File: config.mk
export PLATFORM = sky130hd
export DESIGN_NAME = line_drive_seq
export DESIGN_NICKNAME = d
export VERILOG_FILES = /design/src/rtl/ldrv_pkg.sv /design/src/rtl/ldrv_ctrl.sv /design/src/rtl/ldrv_pulse.sv /design/src/rtl/line_drive_seq.sv
export SDC_FILE = /design/constraint.sdc
export NUM_CORES = 1
export LEC_CHECK = 0
export BUFFER_PORTS_ARGS = -buffer_cell sky130_fd_sc_hd__buf_2
export CORE_ASPECT_RATIO = 0.9
export CORE_MARGIN = 1
export CORE_UTILIZATION = 25
export DETAILED_ROUTE_END_ITERATION = 16
export GPL_TIMING_DRIVEN = 0
export PLACE_DENSITY_LB_ADDON = 0.1
export SYNTH_ARGS = -nofsm -noshare
export SYNTH_HDL_FRONTEND = slang
export SYNTH_SLANG_ARGS = --single-unit
export TNS_END_PERCENT = 30
File: constraint.sdc
create_clock -name clk -period 3.3 [get_ports clk]
set_input_delay 0.165 -clock clk [delete_from_list [all_inputs] [get_ports clk]]
set_output_delay 0.165 -clock clk [all_outputs]
set_load 0.005 [all_outputs]
File: src/rtl/ldrv_pkg.sv
package ldrv_pkg;

  typedef enum logic [2:0] {
    PH_OFF    = 3'd0,
    PH_START  = 3'd1,
    PH_NORMAL = 3'd2,
    PH_DISCH  = 3'd3,
    PH_TAIL   = 3'd4
  } phase_e;

  typedef enum logic [1:0] {
    RGB_NONE = 2'b00,
    RGB_MAX  = 2'b01,
    RGB_MIN  = 2'b10
  } rgb_e;

  // strobes from the sequencer to the pulse datapath
  typedef struct packed {
    logic driveEn;  // pulse train running
    logic dblRate;  // doubled line rate
    logic syncEn;   // reference tick may close a period
  } pulse_ctl_t;

endpackage

File: src/rtl/ldrv_ctrl.sv
module ldrv_ctrl
  import ldrv_pkg::*;
#(
  parameter int START_CYC = 50000,
  parameter int DISCH_CYC = 100000,
  parameter int TAIL_CYC  = 50000
) (
  input  logic       clk,
  input  logic       rstN,
  input  logic       runEn,
  input  logic       periodEnd,
  output pulse_ctl_t ctl,
  output rgb_e       rgbSel,
  output logic       normalRate
);

  localparam int TMAX_A = (START_CYC > DISCH_CYC) ? START_CYC : DISCH_CYC;
  localparam int TMAX   = (TMAX_A > TAIL_CYC) ? TMAX_A : TAIL_CYC;
  localparam int TW     = $clog2(TMAX + 1);

  phase_e         ph, phNext;
  logic [TW-1:0]  timer;
  logic           timerDone;

  // phase timer: cycles spent in the current phase, saturating
  always_comb begin
    case (ph)
      PH_START: timerDone = (timer >= TW'(START_CYC - 1));
      PH_DISCH: timerDone = (timer >= TW'(DISCH_CYC - 1));
      PH_TAIL:  timerDone = (timer >= TW'(TAIL_CYC - 1));
      default:  timerDone = 1'b0;
    endcase
  end

  always_comb begin
    phNext = ph;
    case (ph)
      PH_OFF:    if (runEn) phNext = PH_START;
      PH_START: begin
        if (!runEn)                      phNext = PH_DISCH;
        else if (periodEnd && timerDone) phNext = PH_NORMAL;
      end
      PH_NORMAL: if (!runEn && periodEnd) phNext = PH_DISCH;
      PH_DISCH:  if (timerDone) phNext = PH_TAIL;
      PH_TAIL:   if (periodEnd && timerDone) phNext = PH_OFF;
      default:   phNext = PH_OFF;
    endcase
  end

  always_ff @(posedge clk or negedge rstN) begin
    if (!rstN) begin
      ph    <= PH_OFF;
      timer <= '0;
    end else begin
      ph <= phNext;
      if (phNext != ph)             timer <= '0;
      else if (timer != TW'(TMAX))  timer <= timer + 1'b1;
    end
  end

  always_comb begin
    ctl.driveEn = (ph != PH_OFF);
    ctl.dblRate = (ph != PH_NORMAL);
    ctl.syncEn  = (ph == PH_NORMAL);
    case (ph)
      PH_DISCH: rgbSel = RGB_MAX;
      PH_TAIL:  rgbSel = RGB_MIN;
      default:  rgbSel = RGB_NONE;
    endcase
    normalRate = (ph == PH_NORMAL);
  end

  AST_NORM_EXIT_AT_EDGE: assert property (@(posedge clk) disable iff (!rstN)
    ($past(ph) == PH_NORMAL && ph != PH_NORMAL) |-> $past(periodEnd));

  AST_MIN_AFTER_MAX: assert property (@(posedge clk) disable iff (!rstN)
    (rgbSel == RGB_MIN && $past(rgbSel) != RGB_MIN) |-> $past(rgbSel) == RGB_MAX);

  AST_STOP_FROM_TAIL: assert property (@(posedge clk) disable iff (!rstN)
    ($past(ph) != PH_OFF && ph == PH_OFF) |-> $past(ph) == PH_TAIL);

  AST_START_FROM_OFF: assert property (@(posedge clk) disable iff (!rstN)
    ($past(ph) != PH_START && ph == PH_START) |-> $past(ph) == PH_OFF && $past(runEn));

endmodule

File: src/rtl/ldrv_pulse.sv
module ldrv_pulse
  import ldrv_pkg::*;
#(
  parameter int NORM_PERIOD = 64,
  parameter int SYNC_WIN    = 4
) (
  input  logic       clk,
  input  logic       rstN,
  input  pulse_ctl_t ctl,
  input  logic       lineTick,
  output logic       periodEnd,
  output logic       hDrive
);

  localparam int DBL_PERIOD = NORM_PERIOD / 2;
  localparam int CW         = $clog2(NORM_PERIOD);
  localparam int NORM_HI    = NORM_PERIOD * 45 / 100;
  localparam int DBL_HI     = DBL_PERIOD * 3 / 4;

  logic [CW-1:0] cnt;
  logic [CW-1:0] curLast, curHi;
  logic          syncHit;

  assign curLast   = ctl.dblRate ? CW'(DBL_PERIOD - 1) : CW'(NORM_PERIOD - 1);
  assign curHi     = ctl.dblRate ? CW'(DBL_HI) : CW'(NORM_HI);
  assign syncHit   = ctl.syncEn && lineTick && (cnt >= CW'(NORM_PERIOD - SYNC_WIN));
  assign periodEnd = ctl.driveEn && ((cnt == curLast) || syncHit);

  always_ff @(posedge clk or negedge rstN) begin
    if (!rstN)               cnt <= '0;
    else if (!ctl.driveEn)   cnt <= '0;
    else if (periodEnd)      cnt <= '0;
    else                     cnt <= cnt + 1'b1;
  end

  // off portion first, then the on (low) portion of each period
  assign hDrive = !ctl.driveEn || (cnt < curHi);

  AST_RATE_AT_WRAP: assert property (@(posedge clk) disable iff (!rstN)
    (ctl.dblRate != $past(ctl.dblRate)) |-> cnt == '0);

  AST_CNT_RANGE: assert property (@(posedge clk) disable iff (!rstN)
    cnt <= curLast);

  AST_IDLE_CLEAR: assert property (@(posedge clk) disable iff (!rstN)
    !ctl.driveEn |=> (cnt == '0) || ctl.driveEn);

endmodule

File: src/rtl/line_drive_seq.sv
module line_drive_seq
  import ldrv_pkg::*;
#(
  parameter int NORM_PERIOD = 64,
  parameter int SYNC_WIN    = 4,
  parameter int START_CYC   = 50000,
  parameter int DISCH_CYC   = 100000,
  parameter int TAIL_CYC    = 50000
) (
  input  logic       clk,
  input  logic       rstN,
  input  logic       runEn,
  input  logic       lineTick,
  output logic       hDrive,
  output logic [1:0] rgbOvr,
  output logic       normalRate
);

  pulse_ctl_t ctl;
  rgb_e       rgbSel;
  logic       periodEnd;

  ldrv_ctrl #(
    .START_CYC(START_CYC),
    .DISCH_CYC(DISCH_CYC),
    .TAIL_CYC (TAIL_CYC)
  ) u_ctrl (
    .clk       (clk),
    .rstN      (rstN),
    .runEn     (runEn),
    .periodEnd (periodEnd),
    .ctl       (ctl),
    .rgbSel    (rgbSel),
    .normalRate(normalRate)
  );

  ldrv_pulse #(
    .NORM_PERIOD(NORM_PERIOD),
    .SYNC_WIN   (SYNC_WIN)
  ) u_pulse (
    .clk      (clk),
    .rstN     (rstN),
    .ctl      (ctl),
    .lineTick (lineTick),
    .periodEnd(periodEnd),
    .hDrive   (hDrive)
  );

  assign rgbOvr = rgbSel;

endmodule

==> metrics, run 1 <==
initial antenna violation count=0; Rel. slew slack=49.70%; VDD IR-drop max=118.6 uV; pwr/cell area=284.5 nW/um2; DRT iter0 DRCs=42; Buf/Inv on CP=1; Layout Nets=194; die height=81.53 um; worst slew pin tran=0.7521 ns; Initial Util=26.25%; clk buf depth=2; cell count after placement=271; Clock Sinks=26; routed vias/inst=4.888; slowest CP cell=or4_4; H-tree Lvls=1; Port Buffers=7; clk root buf=clkbuf_8; dominant cells by area after synthesis=dfrtp_1, xnor2_1, nor4_2; DRC=0; Crit. End Element=flip-flop; Synth Cell Area=1757 um2; Setup Viol. Count Final=0; core area=6691 um2; CTS clock-pin slew for the worst setup and hold paths=0.10 ns; routed wire length=3863 um; Top delay family on crit path=simple AND/OR/NAND/NOR gates; Hold Buf Count CTS=1; crit-path max cell delay=0.58 ns; ant diodes=0; Max Slew Vio Count=0; CP arrival=2.52 ns; layout cell share with drive strength beyond 1=19.35%; Peak Freq=426.2 MHz; Tmin final=2.347 ns; register area share after synthesis=37.04%; Fin Setup TNS=0 ns; synthesized flop and latch total=26; distinct cell type count after synthesis=44; Post-Syn Area per Cell=10.10 um2; WS Path Type=reg -> reg; dpl hpwl=2800 um; Fillers=694; gpl congestion=0.7394; die area=7367 um2; CP startpoint kind=flip-flop; Max FO, Critical Path=10; Die X=90.36 um; Final ANT Viol Nets=0; critical path data required time=3.47 ns; GR Util All Layers=11.66%; RSZ-0062 raised after global routing=false; num ports=8; synth warn=0; row count=28; period utilization=71.11%; Remaining Overflow, GRT=0; most frequent cells in the layout=dfrtp_1, nor2_1, xnor2_1, nor4_1; drt wl/cell=14.00 um; worst skew pair latency=0.28 ns; Post-CTS Repair Setup Buffers=0; worst hold path type=in -> reg; Power Total=0.5604 mW; largest net degree at the start of global routing=27; drt pass-1 iters=4; P&R area growth vs syn=12.11%; outcome=finished clean; leading area contributor after synthesis=dfrtp_1; number of global-route vias before repair=1360; gate count of the mapped netlist=174; Via Count=1349; Num CTS Buffers=3; Layout Cells excl Fill=276; Final Hold Fails=0; Synth top area share=37.04%; Clock Skews=0.004313 ns; first-pass GRT wire length=6782 um; most common cell after layout, fill and taps aside=dfrtp_1; worst path cell trace=or4_4, nor4_4, a2bb2oi_2, a221oi_4, buf_8, nor4_2; PostCTS Resize Cnt=0; R2R setup slack=0.95 ns; Max-Cap Viols=0; Synthesized Nets=181; TritonCTS clock tree=built; Leak Pwr=0.7217 nW
## final cells by class
class | count | area [um2] | area share (%)
Multi-Input combinational cell | 130 | 1003 | 50.95
Clock buffer | 4 | 55.05 | 2.795
Inverter | 7 | 26.28 | 1.334
Tap cell | 90 | 112.6 | 5.718
Timing Repair Buffer | 8 | 45.04 | 2.287
Sequential cell | 26 | 650.6 | 33.04
Buffer | 11 | 76.32 | 3.875
## report_power, final
group | total [mW] | switching [mW] | internal, mW
clock network | 0.218 | 0.111 | 0.107
logic | 0.0210 | 0.0136 | 0.00739
registers | 0.321 | 0.00144 | 0.320
total | 0.560 | 0.126 | 0.434
## worst register-to-register path, cell delays in order (launching register included)
cell and delay (ns):
dfrtp_1 0.44, or4_4 0.58, nor4_4 0.27, a2bb2oi_2 0.15, a221oi_4 0.51, buf_8 0.23, nor4_2 0.06
## routing by layer
metal,wire [um],vias up,GRT usage (%)
li1,-,660,-
met1,1967,675,16.36
met2,1766,10,18.55
met3,89,4,1.944
met4,39,0,3.387
met5,0,-,0
## cells in the mapped netlist, drive strengths merged
library cell,count
a221oi,1
nand4,6
and2,1
a22o,1
nor4b,2
a2111oi,1
o311a,1
nor2,17
a31o,1
or4,2
and4,1
nor3b,1
ha,3
o211ai,1
nor3,5
dfrtp,26
o41ai,1
o21ai,3
inv,7
a2bb2oi,1
a211oi,2
and3,3
nand2,9
a21oi,3
xor2,6
nand2b,3
or3,2
nor2b,3
or2,1
xnor2,15
nand4b,1
nor4,22
buf,5
clkbuf,6
nand3,7
o211a,1
o32ai,2
mux2i,1
## per-stage QoR
stage	instance area, um2	hold slack [ns]	util (%)	setup slack, ns
floorplan	1757	-0.1306	-	1.224
global placement	1904	0.2086	28.46	0.9604
detailed placement	1904	0.2341	28.46	0.9681
CTS	1969	0.3237	29.43	0.9453
global route	1969	0.3831	29.43	0.7997
finish	1969	0.3319	29.43	0.9535
## kinds of logic after synthesis
kind of cell / count (synthesis) / share of synthesized area, %
buffers and inverters: 18 / 5.840
AOI/OAI and AO/OA: 19 / 11.61
adders and majority gates: 3 / 2.137
and+or+nand+nor: 86 / 32.34
DFF: 26 / 37.04
muxes: 1 / 0.5698
xor gates and xnor gates: 21 / 10.47
## worst paths after layout
check,startpoint,end,cells past startpoint
max reg2reg,u_ctrl.timer[12],u_ctrl.timer[11],6
min,runEn,u_ctrl.ph[0],3
max in group asynchronous,rstN,u_ctrl.timer[16],2
min in group asynchronous,rstN,u_ctrl.timer[9],2
min reg2reg,u_pulse.cnt[0],u_pulse.cnt[0],1
max,u_ctrl.timer[12],u_ctrl.timer[11],6
## flip-flops by register name (all words and copies together) (netlist names)
| register | flops |
|---|---|
| u_ctrl.ph | 3 |
| u_ctrl.timer | 17 |
| u_pulse.cnt | 6 |
Power figures use the tool's default switching activity.
==> inputs of run 2 (changes only) <==
==> constraint.sdc (replaced) <==
create_clock -name clk -period 2.4 [get_ports clk]
set_input_delay 0.12 -clock clk [delete_from_list [all_inputs] [get_ports clk]]
set_output_delay 0.12 -clock clk [all_outputs]
set_load 0.005 [all_outputs]
==> metrics, run 2 (synthesis results as in run 1) <==
outcome=finished clean; biggest regs=u_ctrl.timer x17, u_pulse.cnt x6, u_ctrl.ph x3; Crit. End Element=flip-flop; H-tree Lvls=1 (unchanged); Via Count=1355 (+0.44%); worst hold path type=in -> reg; setup ws final=0.1109 ns (-0.8425 ns); Layout Nets=196 (+1.0%); final core occ=30.01% (+0.58 points); pwr/cell area=382.7 nW/um2 (+34%); CTS clock-pin slew for the worst setup and hold paths=0.10 ns (about the same); Fin Setup TNS=0 ns (unchanged); Num CTS Buffers=3 (unchanged); period utilization=95.38% (+24 points); initial antenna violation count=0 (unchanged); layout cell share with drive strength beyond 1=21.81% (+2.5 points); Die X=90.36 um (unchanged); Max Slew Vio Count=0 (unchanged); core area=6691 um2 (unchanged); Setup Viol. Count Final=0 (unchanged); pre-CTS WS=0.06805 ns (-0.9000 ns); ant diodes=0 (unchanged); die area=7367 um2 (unchanged); gpl congestion=0.7394 (unchanged); Max-Cap Viols=0 (unchanged); R2R setup slack=0.11 ns (-0.84 ns); die height=81.53 um (unchanged); Remaining Overflow, GRT=0 (unchanged); drt wl/cell=13.99 um (about the same); GR Util All Layers=11.66% (unchanged); most common cell after layout, fill and taps aside=dfrtp_1; Biggest register=u_ctrl.timer; critical path data required time=2.58 ns (-0.89 ns); P&R area growth vs syn=14.32%; Clock Skews=0.003013 ns (-0.001300 ns); Peak Freq=436.9 MHz (+2.5%); first-pass GRT wire length=6782 um (unchanged); Port Buffers=7 (unchanged); VDD IR-drop max=162.1 uV (+37%); cell count after placement=271 (unchanged); dpl hpwl=2800 um (unchanged); WS Path Type=reg -> reg; num ports=8 (unchanged); drt pass-1 iters=4 (unchanged); clk buf depth=2 (unchanged); Rel. slew slack=49.72% (about the same); worst slew pin tran=0.7518 ns (-0.0003195 ns); Clock Sinks=26 (unchanged); Power Total=0.7685 mW (+37%); number of global-route vias before repair=1360 (unchanged); Max FO, Critical Path=6 (-4); Tmin final=2.289 ns (-0.05747 ns); Final Hold Fails=0 (unchanged); Final ANT Viol Nets=0 (unchanged); Initial Util=26.25% (unchanged); TritonCTS clock tree=built; DRC=0 (unchanged); most frequent cells in the layout=dfrtp_1, nor2_1, xnor2_1, nor4_2; DRT iter0 DRCs=38 (-9.5%); CP startpoint kind=flip-flop; Layout Cells excl Fill=278 (+0.72%); Fillers=690 (-0.58%); routed wire length=3889 um (+0.67%); largest net degree at the start of global routing=27 (unchanged); max FFs per register=17 (unchanged); clk root buf=clkbuf_8; Leak Pwr=0.7351 nW (+1.8%); CP arrival=2.47 ns (-0.05 ns); RSZ-0062 raised after global routing=false; row count=28 (unchanged); worst skew pair latency=0.27 ns (about the same); routed vias/inst=4.874 (-0.28%)
run 2: changes by cell type in the layout (fill, tap and decap cells not counted):
cell	before	now
nor4_2	9	11
buf_4	0	2
nor2_4	0	1
nor2_2	1	0
nor4b_1	2	1
nor4b_2	0	1
nor4_1	11	9
run 2: worst paths after layout:
kind	end	from	cells past startpoint
worst max register to register	u_ctrl.timer[15]	u_ctrl.timer[12]	7
max in group asynchronous	u_ctrl.timer[16]	rstN	2
worst min-delay path	u_ctrl.ph[0]	runEn	3
min in group asynchronous	u_ctrl.timer[11]	rstN	2
worst min register to register	u_pulse.cnt[0]	u_pulse.cnt[0]	1
worst max-delay path	u_ctrl.timer[15]	u_ctrl.timer[12]	7
run 2: worst max-delay path, cell delays in order (launching register included):
cell       delay (ns)
dfrtp_1          0.44
or4_4            0.58
a21oi_1          0.17
a2bb2oi_2        0.32
a221oi_4         0.10
buf_4            0.19
buf_4            0.15
nor4_1           0.25
run 2: repair_timing:
action                                  in CTS  in global routing
setup buffers                                0                  2
endpoints found under the hold margin       26                  0
hold buffers                                 1                  0
endpoints found under the setup margin       0                 11
gates resized for setup                      0                  4
run 2: layer usage:
metal / GRT usage (%) / wire length [um] / vias up
met2: 18.55 / 1789 / 6
met1: 16.36 / 2005 / 679
li1: - / - / 666
met5: 0 / 0 / -
met3: 1.944 / 55 / 4
met4: 3.387 / 39 / 0
run 2: stage by stage:
step | hold slack [ns] | area, um2
6_report | 0.2905 | 2008
5_1_grt | 0.3381 | 2008
4_1_cts | 0.2787 | 1969
3_5_place_dp | 0.1891 | 1904
3_3_place_gp | 0.1636 | 1904
2_1_floorplan | -0.1756 | 1757
run 2: final cells by class:
| class | instances | area [um2] | share of cell area (%) |
|---|---|---|---|
| Clock buffer | 4 | 55.05 | 2.741 |
| Sequential cell | 26 | 650.6 | 32.40 |
| Buffer | 11 | 76.32 | 3.801 |
| Inverter | 7 | 26.28 | 1.308 |
| Timing Repair Buffer | 10 | 60.06 | 2.991 |
| Multi-Input combinational cell | 130 | 1027 | 51.15 |
| Tap cell | 90 | 112.6 | 5.607 |
run 2: power breakdown:
| group | total (mW) | internal [mW] | switching, mW | leakage, nW |
|---|---|---|---|---|
| sequential | 0.441 | 0.439 | 0.00205 | 0.330 |
| combinational | 0.0293 | 0.0102 | 0.0191 | 0.377 |
| clock | 0.298 | 0.147 | 0.151 | 0.0288 |
| total | 0.769 | 0.597 | 0.172 | 0.735 |
